--- src/rtl/cmdchar_pkg.sv ---
package cmdchar_pkg;

   typedef enum logic [3:0] {
      K_NONE  = 4'd0,
      K_PRINT = 4'd1,
      K_CRLF  = 4'd2,
      K_LF    = 4'd3,
      K_RLF   = 4'd4,
      K_SUB   = 4'd5,
      K_SUP   = 4'd6,
      K_TAB   = 4'd7,
      K_CARR  = 4'd8,
      K_PAPER = 4'd9
   } cmd_kind_t;

   localparam logic [6:0] CH_NUL        = 7'h00;
   localparam logic [6:0] CH_TAB        = 7'h09;
   localparam logic [6:0] CH_LF         = 7'h0A;
   localparam logic [6:0] CH_RLF        = 7'h0B;
   localparam logic [6:0] CH_SUP        = 7'h0C;
   localparam logic [6:0] CH_CRLF       = 7'h0D;
   localparam logic [6:0] CH_SUB        = 7'h0E;
   localparam logic [6:0] CH_ENTER_INCR = 7'h0F;
   localparam logic [6:0] CH_LEAVE_INCR = 7'h1B;

endpackage

--- src/rtl/cmdchar_text_map.sv ---
module cmdchar_text_map
   import cmdchar_pkg::*;
#(
   parameter int CHAR_W = 7
) (
   input  logic [CHAR_W-1:0] ch,
   output cmd_kind_t         kind
);

   logic printable;
   assign printable = |ch[CHAR_W-1 -: 2];

   always_comb begin
      kind = K_NONE;
      if (printable)                        kind = K_PRINT;
      else if (ch == CHAR_W'(CH_CRLF))      kind = K_CRLF;
      else if (ch == CHAR_W'(CH_LF))        kind = K_LF;
      else if (ch == CHAR_W'(CH_RLF))       kind = K_RLF;
      else if (ch == CHAR_W'(CH_SUB))       kind = K_SUB;
      else if (ch == CHAR_W'(CH_SUP))       kind = K_SUP;
      else if (ch == CHAR_W'(CH_TAB))       kind = K_TAB;
   end

endmodule

--- src/rtl/cmdchar_incr_ctl.sv ---
module cmdchar_incr_ctl
   import cmdchar_pkg::*;
#(
   parameter  int CHAR_W = 7,
   parameter  int HOLD_W = 5,
   parameter  int LOW_W  = 6,
   localparam int WORD_W = HOLD_W + LOW_W
) (
   input  logic              clk,
   input  logic              rst_n,
   input  logic              stb,
   input  logic [CHAR_W-1:0] ch,
   input  cmd_kind_t         text_kind,
   output logic              mode_q,
   output logic              fire,
   output cmd_kind_t         kind,
   output logic [WORD_W-1:0] word
);

   logic              pair_q, pair_d, mode_d;
   logic [HOLD_W-1:0] hold_q, hold_d;
   logic              high_set;

   assign high_set = |ch[CHAR_W-1 -: 2];

   always_comb begin
      mode_d = mode_q;
      pair_d = pair_q;
      hold_d = hold_q;
      fire   = 1'b0;
      kind   = K_NONE;
      word   = '0;
      if (stb) begin
         if (!mode_q) begin
            if (ch == CHAR_W'(CH_ENTER_INCR)) begin
               mode_d = 1'b1;
               pair_d = 1'b0;
            end else if (text_kind != K_NONE) begin
               fire = 1'b1;
               kind = text_kind;
               if (text_kind == K_PRINT) word = WORD_W'(ch);
            end
         end else if (pair_q) begin
            fire   = 1'b1;
            pair_d = 1'b0;
            word   = {hold_q, ch[LOW_W-1:0]};
            kind   = hold_q[HOLD_W-1] ? K_PAPER : K_CARR;
         end else if (high_set) begin
            fire = 1'b1;
            kind = K_PRINT;
            word = WORD_W'(ch);
         end else if (ch == CHAR_W'(CH_LEAVE_INCR)) begin
            mode_d = 1'b0;
            pair_d = 1'b0;
         end else if (ch != CHAR_W'(CH_NUL)) begin
            pair_d = 1'b1;
            hold_d = ch[HOLD_W-1:0];
         end
      end
   end

   always_ff @(posedge clk) begin
      if (!rst_n) begin
         mode_q <= 1'b0;
         pair_q <= 1'b0;
         hold_q <= '0;
      end else begin
         mode_q <= mode_d;
         pair_q <= pair_d;
         hold_q <= hold_d;
      end
   end

endmodule

--- src/rtl/cmdchar_decode.sv ---
module cmdchar_decode
   import cmdchar_pkg::*;
#(
   parameter  int CHAR_W     = 7,
   parameter  int HOLD_W     = 5,
   parameter  int LOW_W      = 6,
   parameter  bit CLEAR_IDLE = 1'b1,
   localparam int WORD_W     = HOLD_W + LOW_W
) (
   input  logic              clk,
   input  logic              rst_n,
   input  logic              char_stb,
   input  logic [CHAR_W-1:0] char_in,
   output logic              cmd_pulse,
   output logic [3:0]        cmd_kind,
   output logic [WORD_W-1:0] cmd_word,
   output logic              incr_mode
);

   generate
      if (CHAR_W < 7)            $error("CHAR_W must be at least 7");
      if (LOW_W >= CHAR_W)       $error("LOW_W must be below CHAR_W");
      if (HOLD_W > CHAR_W - 2)   $error("HOLD_W must fit below the two top bits");
      if (WORD_W < CHAR_W)       $error("word must hold a full character");
   endgenerate

   cmd_kind_t         text_kind, dec_kind;
   logic              dec_fire;
   logic [WORD_W-1:0] dec_word;
   logic              pulse_q;
   cmd_kind_t         kind_q;
   logic [WORD_W-1:0] word_q;

   cmdchar_text_map #(.CHAR_W(CHAR_W)) u_map (
      .ch   (char_in),
      .kind (text_kind)
   );

   cmdchar_incr_ctl #(.CHAR_W(CHAR_W), .HOLD_W(HOLD_W), .LOW_W(LOW_W)) u_ctl (
      .clk       (clk),
      .rst_n     (rst_n),
      .stb       (char_stb),
      .ch        (char_in),
      .text_kind (text_kind),
      .mode_q    (incr_mode),
      .fire      (dec_fire),
      .kind      (dec_kind),
      .word      (dec_word)
   );

   generate
      if (CLEAR_IDLE) begin : g_clear
         always_ff @(posedge clk) begin
            if (!rst_n) begin
               pulse_q <= 1'b0;
               kind_q  <= K_NONE;
               word_q  <= '0;
            end else begin
               pulse_q <= dec_fire;
               kind_q  <= dec_fire ? dec_kind : K_NONE;
               word_q  <= dec_fire ? dec_word : '0;
            end
         end
      end else begin : g_hold
         always_ff @(posedge clk) begin
            if (!rst_n) begin
               pulse_q <= 1'b0;
               kind_q  <= K_NONE;
               word_q  <= '0;
            end else begin
               pulse_q <= dec_fire;
               if (dec_fire) begin
                  kind_q <= dec_kind;
                  word_q <= dec_word;
               end
            end
         end
      end
   endgenerate

   assign cmd_pulse = pulse_q;
   assign cmd_kind  = kind_q;
   assign cmd_word  = word_q;

endmodule

--- config.mk ---
export PLATFORM = sky130hd
export DESIGN_NAME = cmdchar_decode
export DESIGN_NICKNAME = d
export VERILOG_FILES = /design/src/rtl/cmdchar_pkg.sv /design/src/rtl/cmdchar_text_map.sv /design/src/rtl/cmdchar_incr_ctl.sv /design/src/rtl/cmdchar_decode.sv
export SDC_FILE = /design/constraint.sdc
export NUM_CORES = 1
export LEC_CHECK = 0
export ABC_CLOCK_PERIOD_IN_PS = 1630
export BUFFER_PORTS_ARGS = -buffer_cell sky130_fd_sc_hd__buf_2
export CAP_MARGIN = 20
export CORE_UTILIZATION = 44
export CTS_CLUSTER_DIAMETER = 30
export DETAILED_ROUTE_END_ITERATION = 10
export PLACE_DENSITY = 0.75
export SYNTH_ARGS = -nofsm -noshare
export SYNTH_HDL_FRONTEND = slang
export SYNTH_SLANG_ARGS = --single-unit
--- constraint.sdc ---
create_clock -name clk -period 1.63 [get_ports clk]
set_input_delay 0.4075 -clock clk [delete_from_list [all_inputs] [get_ports clk]]
set_output_delay 0.4075 -clock clk [all_outputs]
set_load 0.02 [all_outputs]
==> results of run 1 <==
[state kept, by name, summed over array words and instances, names as in the netlist]
register,cells
cmd_word,11
u_ctl.hold_q,5
cmd_kind,4
cmd_pulse,1
u_ctl.mode_q,1
u_ctl.pair_q,1
[cell usage in the layout (no fill, tap or decap), types with 2 or more instances in the layout]
cell and instances:
nand2_1 18, buf_2 26, mux2i_1 7, buf_4 8, a21oi_1 2, nor3_1 2, nor2_1 7, dfxtp_1 22
o21a_1 2, clkbuf_4 3, or4_1 2, and2_1 9
[worst max-delay path, delay by kind of cell]
| family | cells | cell delay (ps) |
|---|---|---|
| simple gates | 3 | 940 |
| mux | 1 | 210 |
| buf+inv | 1 | 110 |
[worst max path at each step]
stage | start | endpoint | slack, ps
6_report | char_in[5] | u_ctl.hold_q[0]$_SDFFE_PN0P_ | 200
5_1_grt | u_ctl.mode_q$_SDFFE_PN0P_ | u_ctl.hold_q[0]$_SDFFE_PN0P_ | 100
4_1_cts | u_ctl.mode_q$_SDFFE_PN0P_ | u_ctl.hold_q[0]$_SDFFE_PN0P_ | 120
3_5_place_dp | char_in[5] | u_ctl.hold_q[0]$_SDFFE_PN0P_ | -110
3_3_place_gp | char_in[5] | u_ctl.hold_q[0]$_SDFFE_PN0P_ | -70
2_1_floorplan | char_in[0] | u_ctl.pair_q$_SDFFE_PN0P_ | 9
[power groups by stage]
stage	logic [mW]	clock network, mW	registers (mW)
floorplan	0.0511	0	0.600
global placement	0.104	0	0.586
detailed placement	0.106	0	0.586
CTS	0.106	0.265	0.574
global route	0.116	0.286	0.576
finish	0.107	0.256	0.574
[Yosys cell counts (2+ instances only)]
master,n,share of area
a21oi_1,2,0.011
and2_1,9,0.062
buf_6,2,0.025
dfxtp_1,23,0.51
mux2i_1,7,0.078
nand2_1,18,0.075
nor2_1,7,0.029
nor3_1,2,0.011
o21a_1,2,0.017
or4_1,2,0.017
[kinds of logic (layout without fill, tap and decap cells)]
kind of cell | after synthesis | in the layout | synth area share
muxes | 7 | 7 | 0.0777
buffers and inverters | 5 | 39 | 0.0416
xor gates and xnor gates | 1 | 1 | 0.00971
AOI/OAI and AO/OA | 8 | 8 | 0.0818
DFF | 23 | 23 | 0.510
and+or+nand+nor | 48 | 48 | 0.279
[what timing repair did]
action | 4_1_cts | 5_1_grt
setup endpoints to repair | 0 | 1
buffers inserted | 0 | 0
gates resized for setup | 0 | 1
[metal layers]
metal / vias up / track usage
li1: 377 / -
met3: 4 / 0.0231
met5: - / 0
met4: 0 / 0.103
met1: 345 / 0.238
met2: 32 / 0.301
[area by class of cell]
class / instances / share of cell area
inverters: 1 / 0.00335
well taps: 27 / 0.0302
repair buffers: 34 / 0.170
multi-input cells: 64 / 0.361
flip-flops and latches: 23 / 0.412
clock buffers: 4 / 0.0235
==> run_results.csv, run 1 <==
group,metric,value,unit
timing,slew_violations,0,
routing,wl_met3,104,µm
synthesis,synth_cells,92,
worst_setup_path,slowest_delay,420,ps
power_and_ir_drop,switching_power,0.223,mW
floorplan,dieArea,2240,µm²
synthesis,synthDistinctLibCells,28,
final_layout,regArea,462,µm²
timing,max_freq,0.699,GHz
placement,pre_cts_slack,-110,ps
synthesis,synthArstFlopShare,0,
floorplan,die_h,47.3,µm
cts,cts_buffer_depth,2,
power_and_ir_drop,total_power,0.936,mW
final_layout,drive_gt1_frac,0.341,
synthesis,yosysSeqAreaShare,0.510,
synthesis,synth-seq-cells,23,
routing,drt_iter0_markers,22,
timing,post-route-period-util,0.877,
synthesis,synth_edf_count,0,
final_layout,fill_cells,192,
power_and_ir_drop,p_per_area,836,nW/µm²
worst_setup_path,crit_path_top_delay_cell,"or3_1",
min_path,hold_end,"cmd_word[5]$_SDFF_PN0_",
placement,dp_hpwl,1390,µm
routing,drt-total-wl,1830,µm
worst_setup_path,crit_chain,"buf_2 > or2_1 > or3_1 > nor2_4 > mux2i_1",
worst_setup_path,r2r_start,"u_ctl.mode_q$_SDFFE_PN0P_",
final_layout,multi_input_area,404,µm²
worst_setup_path,criticalPathCategory,"in -> reg",
global_routing,grt_first_pass_wirelength,2860,µm
flow_run,drv_cap,0,
synthesis,synth_area,902,µm²
min_path,min_from,"char_in[5]",
cts,cts-buffers-inserted,3,
routing,vias,758,
cts,cts_max_level,1,
worst_setup_path,rrSetupSlack,220,ps
timing,fin_ws,200,ps
power_and_ir_drop,switching_share,0.238,
final_layout,stdcell_area,1120,µm²
global_routing,grt_pass1_vias,679,
global_routing,antenna_found_initial,0,
synthesis,synth-warning-count,0,
power_and_ir_drop,clockPowerShare,0.273,
placement,dp.cells,149,
min_path,hold_path_class,"in -> reg",
placement,io_buffer_count,26,
timing,timing.hold.ws,361,ps
power_and_ir_drop,internal-power,0.713,mW
global_routing,track_usage,0.186,
timing,setup_viol,0,
run_status,status,"completed",
global_routing,gr-total-overflow,0,
cts,cts_root_buffer,"clkbuf_4",
synthesis,synth.avg_cell_area,9.81,µm²
routing,drc,0,
floorplan,die_w,47.3,µm
power_and_ir_drop,p_seq_frac,0.613,
cts,ctsHoldBuffers,0,
cts,clkLatencyLatePin,300,ps
worst_setup_path,worstRegToRegCells,4,
final_layout,area_growth,24.1,%
timing,fin_worst_skew,2.17,ps
worst_setup_path,path_max_fanout,6,
routing,wire_per_inst,12.0,µm
worst_setup_path,worst_setup_path_end_kind,"flip-flop",
timing,fin_crit,1430,ps
final_layout,fin_util,0.577,
power_and_ir_drop,cellLeakagePower,0.500,nW
routing,vias_per_cell,4.95,
global_routing,grt_max_degree,14,
routing,met2_length,863,µm
final_layout,nNetsFinal,137,
worst_setup_path,crit_arrival,1670,ps
timing,rsz0062_at_grt,"false",
routing,top_layer,"met4",
floorplan,core,1940,µm²
cts,numClockSinks,23,
floorplan,rows,16,
timing,setup_tns,0,ps
routing,ant_nets,0,
power_and_ir_drop,combinationalPowerShare,0.114,
synthesis,synth_nets,102,
synthesis,synthFlopType,"dfxtp_1",
timing,max-slew-margin-rel,0.753,
floorplan,ios,27,
final_layout,antenna_cells,0,
worst_setup_path,startpoint_type,"input pin",
timing,final_hold_viol_count,0,
cts,clk_pin_slew,120,ps
floorplan,floorplan.initialDensity,0.465,
placement,place.gp.congestion,0.857,
placement,placed_cell_area,1090,µm²
worst_setup_path,reg2reg_to,"u_ctl.hold_q[0]$_SDFFE_PN0P_",
power_and_ir_drop,peakVddDrop,402,µV
min_path,holdPathStages,2,
routing,dr.pass1.iters,4,
timing,worst_pin_slew,368,ps
routing,wl_met1,832,µm
worst_setup_path,crit_required,1870,ps
final_layout,final_cells,153,
cts,cts_tree,"built",
No activity file was read; power rests on OpenSTA's default activity.
==> run 2, diff against run 1 <==
--- a/config.mk
+++ b/config.mk
@@ -11,7 +11,7 @@
 export CORE_UTILIZATION = 44
 export CTS_CLUSTER_DIAMETER = 30
 export DETAILED_ROUTE_END_ITERATION = 10
-export PLACE_DENSITY = 0.75
+export PLACE_DENSITY = 0.81
 export SYNTH_ARGS = -nofsm -noshare
 export SYNTH_HDL_FRONTEND = slang
 export SYNTH_SLANG_ARGS = --single-unit
==> constraint.sdc (replaced) <==
create_clock -name clk -period 1.63 [get_ports clk]
set_input_delay 0 -clock clk [delete_from_list [all_inputs] [get_ports clk]]
set_output_delay 0 -clock clk [all_outputs]
set_load 0.02 [all_outputs]
==> run 2 against run 1 <==
- clock power is 3% higher
- worst setup slack lost 120 ps
- combinational power decreased by 5%
- fmax decreased by 7.9%
- utilization is 0.71 points higher
- first-iteration DRC count down 50%
- global-route usage fell by 2.6 points
- critical endpoint is now u_ctl.pair_q$_SDFFE_PN0P_
- largest power group unchanged
==> run_results.csv, run 2 (synthesized netlist as in run 1, its figures left out) <==
group,metric,value,unit
worst_setup_path,slowest_delay,540,ps
cts,cts_tree,"built",
floorplan,die_w,47.3,µm
routing,ant_nets,0,
timing,fin_crit,1550,ps
timing,fin_worst_skew,3.61,ps
worst_setup_path,crit_required,1850,ps
worst_setup_path,path_max_fanout,6,
timing,max_freq,0.644,GHz
routing,drc,0,
cts,clkLatencyLatePin,310,ps
power_and_ir_drop,cellLeakagePower,0.499,nW
cts,cts_buffer_depth,2,
floorplan,rows,16,
global_routing,grt_first_pass_wirelength,2440,µm
final_layout,final_cell_mix,"buf_2 (26), dfxtp_1 (23), nand2_1 (18), and2_1 (9)",
placement,dp_hpwl,1160,µm
timing,setup_tns,0,ps
placement,io_buffer_count,26,
power_and_ir_drop,peakVddDrop,518,µV
cts,cts_max_level,1,
final_layout,nNetsFinal,136,
timing,post-route-period-util,0.953,
cts,cts-buffers-inserted,3,
global_routing,grt_pass1_vias,591,
flow_run,drv_cap,0,
timing,final_hold_viol_count,0,
floorplan,die_h,47.3,µm
global_routing,grt_max_degree,15,
timing,rsz0062_at_grt,"false",
routing,wire_per_inst,11.0,µm
final_layout,stdcell_area,1130,µm²
global_routing,gr-total-overflow,0,
min_path,hold_path_class,"in -> reg",
worst_setup_path,crit_path_top_delay_cell,"dlygate4sd3_1",
floorplan,ios,27,
routing,vias_per_cell,4.84,
timing,max-slew-margin-rel,0.783,
placement,place.gp.congestion,0.842,
floorplan,core,1940,µm²
final_layout,largest_reg_flops,11,
floorplan,floorplan.initialDensity,0.465,
routing,vias,735,
placement,placed_cell_area,1030,µm²
run_status,status,"completed",
routing,dr.pass1.iters,4,
cts,clk_pin_slew,120,ps
final_layout,mostFrequentLayoutCell,"buf_2",
floorplan,dieArea,2240,µm²
worst_setup_path,worst_setup_path_end_kind,"flip-flop",
worst_setup_path,crit_chain,"dlygate4sd3_1 > buf_2 > or4_1 > a21oi_2 > nor2_4 > buf_4 > o21a_1",
final_layout,antenna_cells,0,
final_layout,area_growth,25.7,%
worst_setup_path,crit_arrival,1770,ps
power_and_ir_drop,p_per_area,828,nW/µm²
final_layout,drive_gt1_frac,0.296,
routing,drt_iter0_markers,11,
global_routing,track_usage,0.160,
worst_setup_path,criticalPathCategory,"in -> reg",
cts,numClockSinks,23,
timing,setup_viol,0,
routing,drt-total-wl,1680,µm
worst_setup_path,startpoint_type,"input pin",
timing,worst_pin_slew,322,ps
cts,cts_root_buffer,"clkbuf_4",
timing,slew_violations,0,
global_routing,antenna_found_initial,0,
## run 2: cell count changes in the layout (fill, tap and decap cells not counted)
cell,change
buf_4,-7
or2_1,-1
dfxtp_1,+1
or3_1,-1
dfxtp_2,-1
dlygate4sd3_1,+6
or2_4,+1
or3_4,+1
## run 2: path summary, 6_finish.rpt
| kind | startpoint | end | slack [ps] | cells after the start |
|---|---|---|---|---|
| worst max-delay path | char_in[4] | u_ctl.pair_q$_SDFFE_PN0P_ | 80 | 7 |
| worst min-delay path | char_in[1] | u_ctl.hold_q[1]$_SDFFE_PN0P_ | 20 | 3 |
| worst min register to register | u_ctl.hold_q[1]$_SDFFE_PN0P_ | u_ctl.hold_q[1]$_SDFFE_PN0P_ | 460 | 2 |
| worst max register to register | u_ctl.mode_q$_SDFFE_PN0P_ | u_ctl.pair_q$_SDFFE_PN0P_ | 170 | 5 |
## run 2: stage by stage
stage | power (mW) | setup slack [ps] | std cells | hold WS [ps] | utilization
final | 0.939 | 76.4 | 152 | 16.9 | 0.584
after global routing | 0.973 | 35.5 | 152 | 10.9 | 0.584
after CTS | 0.939 | 51.8 | 151 | 9.22 | 0.576
after detailed placement | 0.675 | 189 | 141 | 272 | 0.532
after global placement | 0.675 | 239 | 141 | 274 | 0.532
after floorplan | 0.651 | 173 | 92 | 122 | -
## run 2: where the power goes
part | internal, mW | switching, mW
clock | 0.0956 | 0.167
combinational | 0.0438 | 0.0585
sequential | 0.572 | 0.00195
## run 2: final cells by class
cell class	instances	area [µm²]
fill	173	808
sequential	23	460
multi-input combinational	64	412
timing repair buffer	33	198
tap	27	33.8
clock buffer	4	26.3
inverter	1	3.75
## run 2: metal layers
| layer | vias up | GRT usage | part of all wire |
|---|---|---|---|
| met5 | - | 0 | 0 |
| met4 | 0 | 0.103 | 0.024 |
| met3 | 5 | 0.0346 | 0.051 |
| met2 | 23 | 0.230 | 0.46 |
| met1 | 332 | 0.215 | 0.46 |
| li1 | 375 | - | - |
## run 2: timing repair
| item | in CTS | in global routing |
|---|---|---|
| gates resized for setup | 0 | 2 |
| setup buffers | 0 | 1 |
| hold endpoints to repair | 7 | 0 |
| setup endpoints to repair | 0 | 4 |
| hold buffers | 6 | 0 |
## run 2: critical path, delay by kind of cell
kind | cells | cell delay, ps
AO/OA/AOI/OAI | 2 | 360
AND/OR/NAND/NOR | 2 | 580
buffers and inverters | 3 | 830
==> run 3, diff against run 2 <==
--- a/config.mk
+++ b/config.mk
@@ -5,13 +5,14 @@
 export SDC_FILE = /design/constraint.sdc
 export NUM_CORES = 1
 export LEC_CHECK = 0
+export ABC_AREA = 1
 export ABC_CLOCK_PERIOD_IN_PS = 1630
 export BUFFER_PORTS_ARGS = -buffer_cell sky130_fd_sc_hd__buf_2
 export CAP_MARGIN = 20
 export CORE_UTILIZATION = 44
 export CTS_CLUSTER_DIAMETER = 30
 export DETAILED_ROUTE_END_ITERATION = 10
-export PLACE_DENSITY = 0.81
+export PLACE_DENSITY = 0.8
 export SYNTH_ARGS = -nofsm -noshare
 export SYNTH_HDL_FRONTEND = slang
 export SYNTH_SLANG_ARGS = --single-unit
==> run 3 against run 2 <==
- sequential share of layout area shrank 2.3 points
- area after synthesis rose by 6.1%
- register-to-register slack gained 160 ps
- clock power fell by 6%
- wire length increased by 21%
- worst hold slack better by 28 ps
- fmax increased by 6.7%
- die area rose by 5.8%
- flip-flop and latch count unchanged
- via count rose by 27%
- critical path type unchanged
- critical path depth rose by 4
==> run_results.csv, run 3 <==
group,metric,value,unit
synthesis,synthFlopType,"dfxtp_1",
final_layout,drive_gt1_frac,0.211,
global_routing,grt_max_degree,13,
timing,rsz0062_at_grt,"false",
floorplan,ios,27,
placement,io_buffer_count,26,
worst_setup_path,crit_required,1870,ps
min_path,min_from,"char_in[6]",
synthesis,synth_cells,131,
power_and_ir_drop,p_seq_frac,0.614,
final_layout,nNetsFinal,177,
worst_setup_path,crit_path_start,"char_in[5]",
synthesis,synthArstFlopShare,0,
cts,clkLatencyLatePin,300,ps
synthesis,synth.avg_cell_area,7.31,µm²
synthesis,synth.area.top_cells,"dfxtp_1 (48%), nand2_1 (9.0%), nor2_1 (9.0%)",
min_path,hold_path_class,"in -> reg",
cts,cts_max_level,1,
power_and_ir_drop,peakVddDrop,349,µV
synthesis,synth_top_area_share,0.481,
worst_setup_path,cp_top_family,"simple AND/OR/NAND/NOR gates",
worst_setup_path,criticalPathCategory,"in -> reg",
routing,wire_per_inst,10.5,µm
worst_setup_path,slowest_delay,530,ps
synthesis,synthDistinctLibCells,20,
min_path,hold_end,"cmd_word[6]$_SDFF_PN0_",
worst_setup_path,crit_arrival,1690,ps
power_and_ir_drop,combinationalPowerShare,0.121,
worst_setup_path,crit_chain,"dlygate4sd3_1 > buf_2 > inv_1 > nand2_1 > nor2_1 > nand3_1 > nand2_1 > nor2_1 > nand3_2 > nand2_4 > a21oi_1",
routing,vias_per_cell,4.84,
placement,place.gp.congestion,0.904,
synthesis,yosysSeqAreaShare,0.481,
timing,timing.hold.ws,44.7,ps
cts,numClockSinks,23,
final_layout,mostFrequentLayoutCell,"buf_2",
floorplan,die_h,48.6,µm
cts,cts_tree,"built",
synthesis,synth_edf_count,0,
routing,vias,935,
final_layout,final_cell_mix,"buf_2 (26), nand2_1 (23), nor2_1 (23), dfxtp_1 (23), inv_1 (20)",
power_and_ir_drop,clockPowerShare,0.265,
floorplan,floorplan.initialDensity,0.478,
cts,cts-buffers-inserted,3,
timing,final_hold_viol_count,0,
worst_setup_path,startpoint_type,"input pin",
worst_setup_path,crit_path_top_delay_cell,"dlygate4sd3_1",
min_path,holdPathStages,3,
floorplan,core,2000,µm²
cts,cts_root_buffer,"clkbuf_4",
cts,ctsResizeCount,0,
routing,dr.pass1.iters,4,
power_and_ir_drop,internal-power,0.710,mW
worst_setup_path,r2r_start,"u_ctl.mode_q$_SDFFE_PN0P_",
final_layout,largest_reg_flops,11,
final_layout,antenna_cells,0,
routing,ant_nets,0,
power_and_ir_drop,p_per_area,779,nW/µm²
flow_run,drv_cap,0,
floorplan,rows,16,
power_and_ir_drop,cellLeakagePower,0.591,nW
final_layout,area_growth,25.5,%
worst_setup_path,rrSetupSlack,330,ps
timing,fin_crit,1460,ps
cts,cts_buffer_depth,2,
global_routing,grt_first_pass_wirelength,3410,µm
worst_setup_path,worst-path-buf-inv,3,
worst_setup_path,reg2reg_to,"u_ctl.hold_q[3]$_SDFFE_PN0P_",
worst_setup_path,path_max_fanout,10,
global_routing,grt_pass1_vias,814,
timing,max-slew-margin-rel,0.716,
placement,dp_hpwl,1510,µm
cts,clk_pin_slew,110,ps
global_routing,track_usage,0.185,
worst_setup_path,worstRegToRegCells,5,
synthesis,synth-seq-cells,23,
timing,worst_pin_slew,422,ps
timing,max_freq,0.687,GHz
routing,drc,0,
routing,drt_iter0_markers,20,
global_routing,gr-total-overflow,0,
timing,setup_viol,0,
power_and_ir_drop,switching_power,0.226,mW
timing,fin_worst_skew,2.20,ps
floorplan,die_w,48.6,µm
synthesis,synth_nets,141,
synthesis,synth_commonest_cells,"dfxtp_1 (23), nand2_1 (23), nor2_1 (23), inv_1 (20), a21oi_1 (16)",
timing,post-route-period-util,0.894,
timing,slew_violations,0,
floorplan,dieArea,2370,µm²
synthesis,yosysTopAreaCell,"dfxtp_1",
synthesis,synth-warning-count,0,
global_routing,antenna_found_initial,0,
synthesis,synth_area,957,µm²
timing,setup_tns,0,ps
power_and_ir_drop,switching_share,0.242,
routing,drt-total-wl,2030,µm
run_status,status,"completed",
worst_setup_path,worst_setup_path_end_kind,"flip-flop",
run 3: power groups by stage:
stage | Sequential (mW) | Clock (mW) | Combinational, mW
after global placement | 0.586 | 0 | 0.0963
after CTS | 0.574 | 0.256 | 0.112
final | 0.574 | 0.248 | 0.113
after global routing | 0.576 | 0.284 | 0.124
after floorplan | 0.600 | 0 | 0.0441
after detailed placement | 0.587 | 0 | 0.0995
run 3: repair_timing:
action,in CTS,in global routing
buffers inserted,0,0
hold buffers,7,0
hold endpoints to repair,12,0
run 3: kinds of logic (layout without fill, tap and decap cells):
| group | Yosys count | in the layout | synth area share |
|---|---|---|---|
| AOI/OAI and AO/OA | 29 | 29 | 0.163 |
| buffers and inverters | 22 | 57 | 0.0954 |
| DFF | 23 | 23 | 0.481 |
| and+or+nand+nor | 57 | 57 | 0.260 |
run 3: layout make-up:
type / count / area, µm²
Tap cell: 27 / 33.8
Fill cell: 191 / 801
Timing Repair Buffer: 33 / 200
Clock buffer: 4 / 26.3
Sequential cell: 23 / 460
Multi-Input combinational cell: 86 / 405
Inverter: 20 / 75.1
run 3: metrics by stage:
stage           util  std cells  worst slack, ps  instance area [µm²]  power, mW
6_report       0.600        193              173                 1200      0.936
5_1_grt        0.600        193             52.3                 1200      0.984
4_1_cts        0.600        193              204                 1200      0.943
3_5_place_dp   0.552        182              335                 1100      0.687
3_3_place_gp   0.552        182              384                 1100      0.683
2_1_floorplan      -        131              356                  957      0.644
run 3: per-layer routing:
metal  global-route usage  wire (µm)  up-vias
met4               0.0784         31        0
met2                0.322       1030       53
li1                     -          -      480
met5                    0          0        -
met1                0.217        810      398
met3               0.0409        155        4
run 3: how the worst max path moves through the flow:
stage,end,slack (ps),cells after the start
3_3_place_gp,u_ctl.hold_q[2]$_SDFFE_PN0P_,380,5
4_1_cts,cmd_word[0]$_SDFF_PN0_,200,11
5_1_grt,cmd_word[5]$_SDFF_PN0_,50,11
3_5_place_dp,u_ctl.hold_q[3]$_SDFFE_PN0P_,340,5
2_1_floorplan,cmd_word[0]$_SDFF_PN0_,360,4
6_report,cmd_word[0]$_SDFF_PN0_,170,11
run 3: tightest hold or removal path: cells and delay by family:
family / cells / cell delay (ps)
buf+inv: 1 / 120
compound gates: 2 / 190
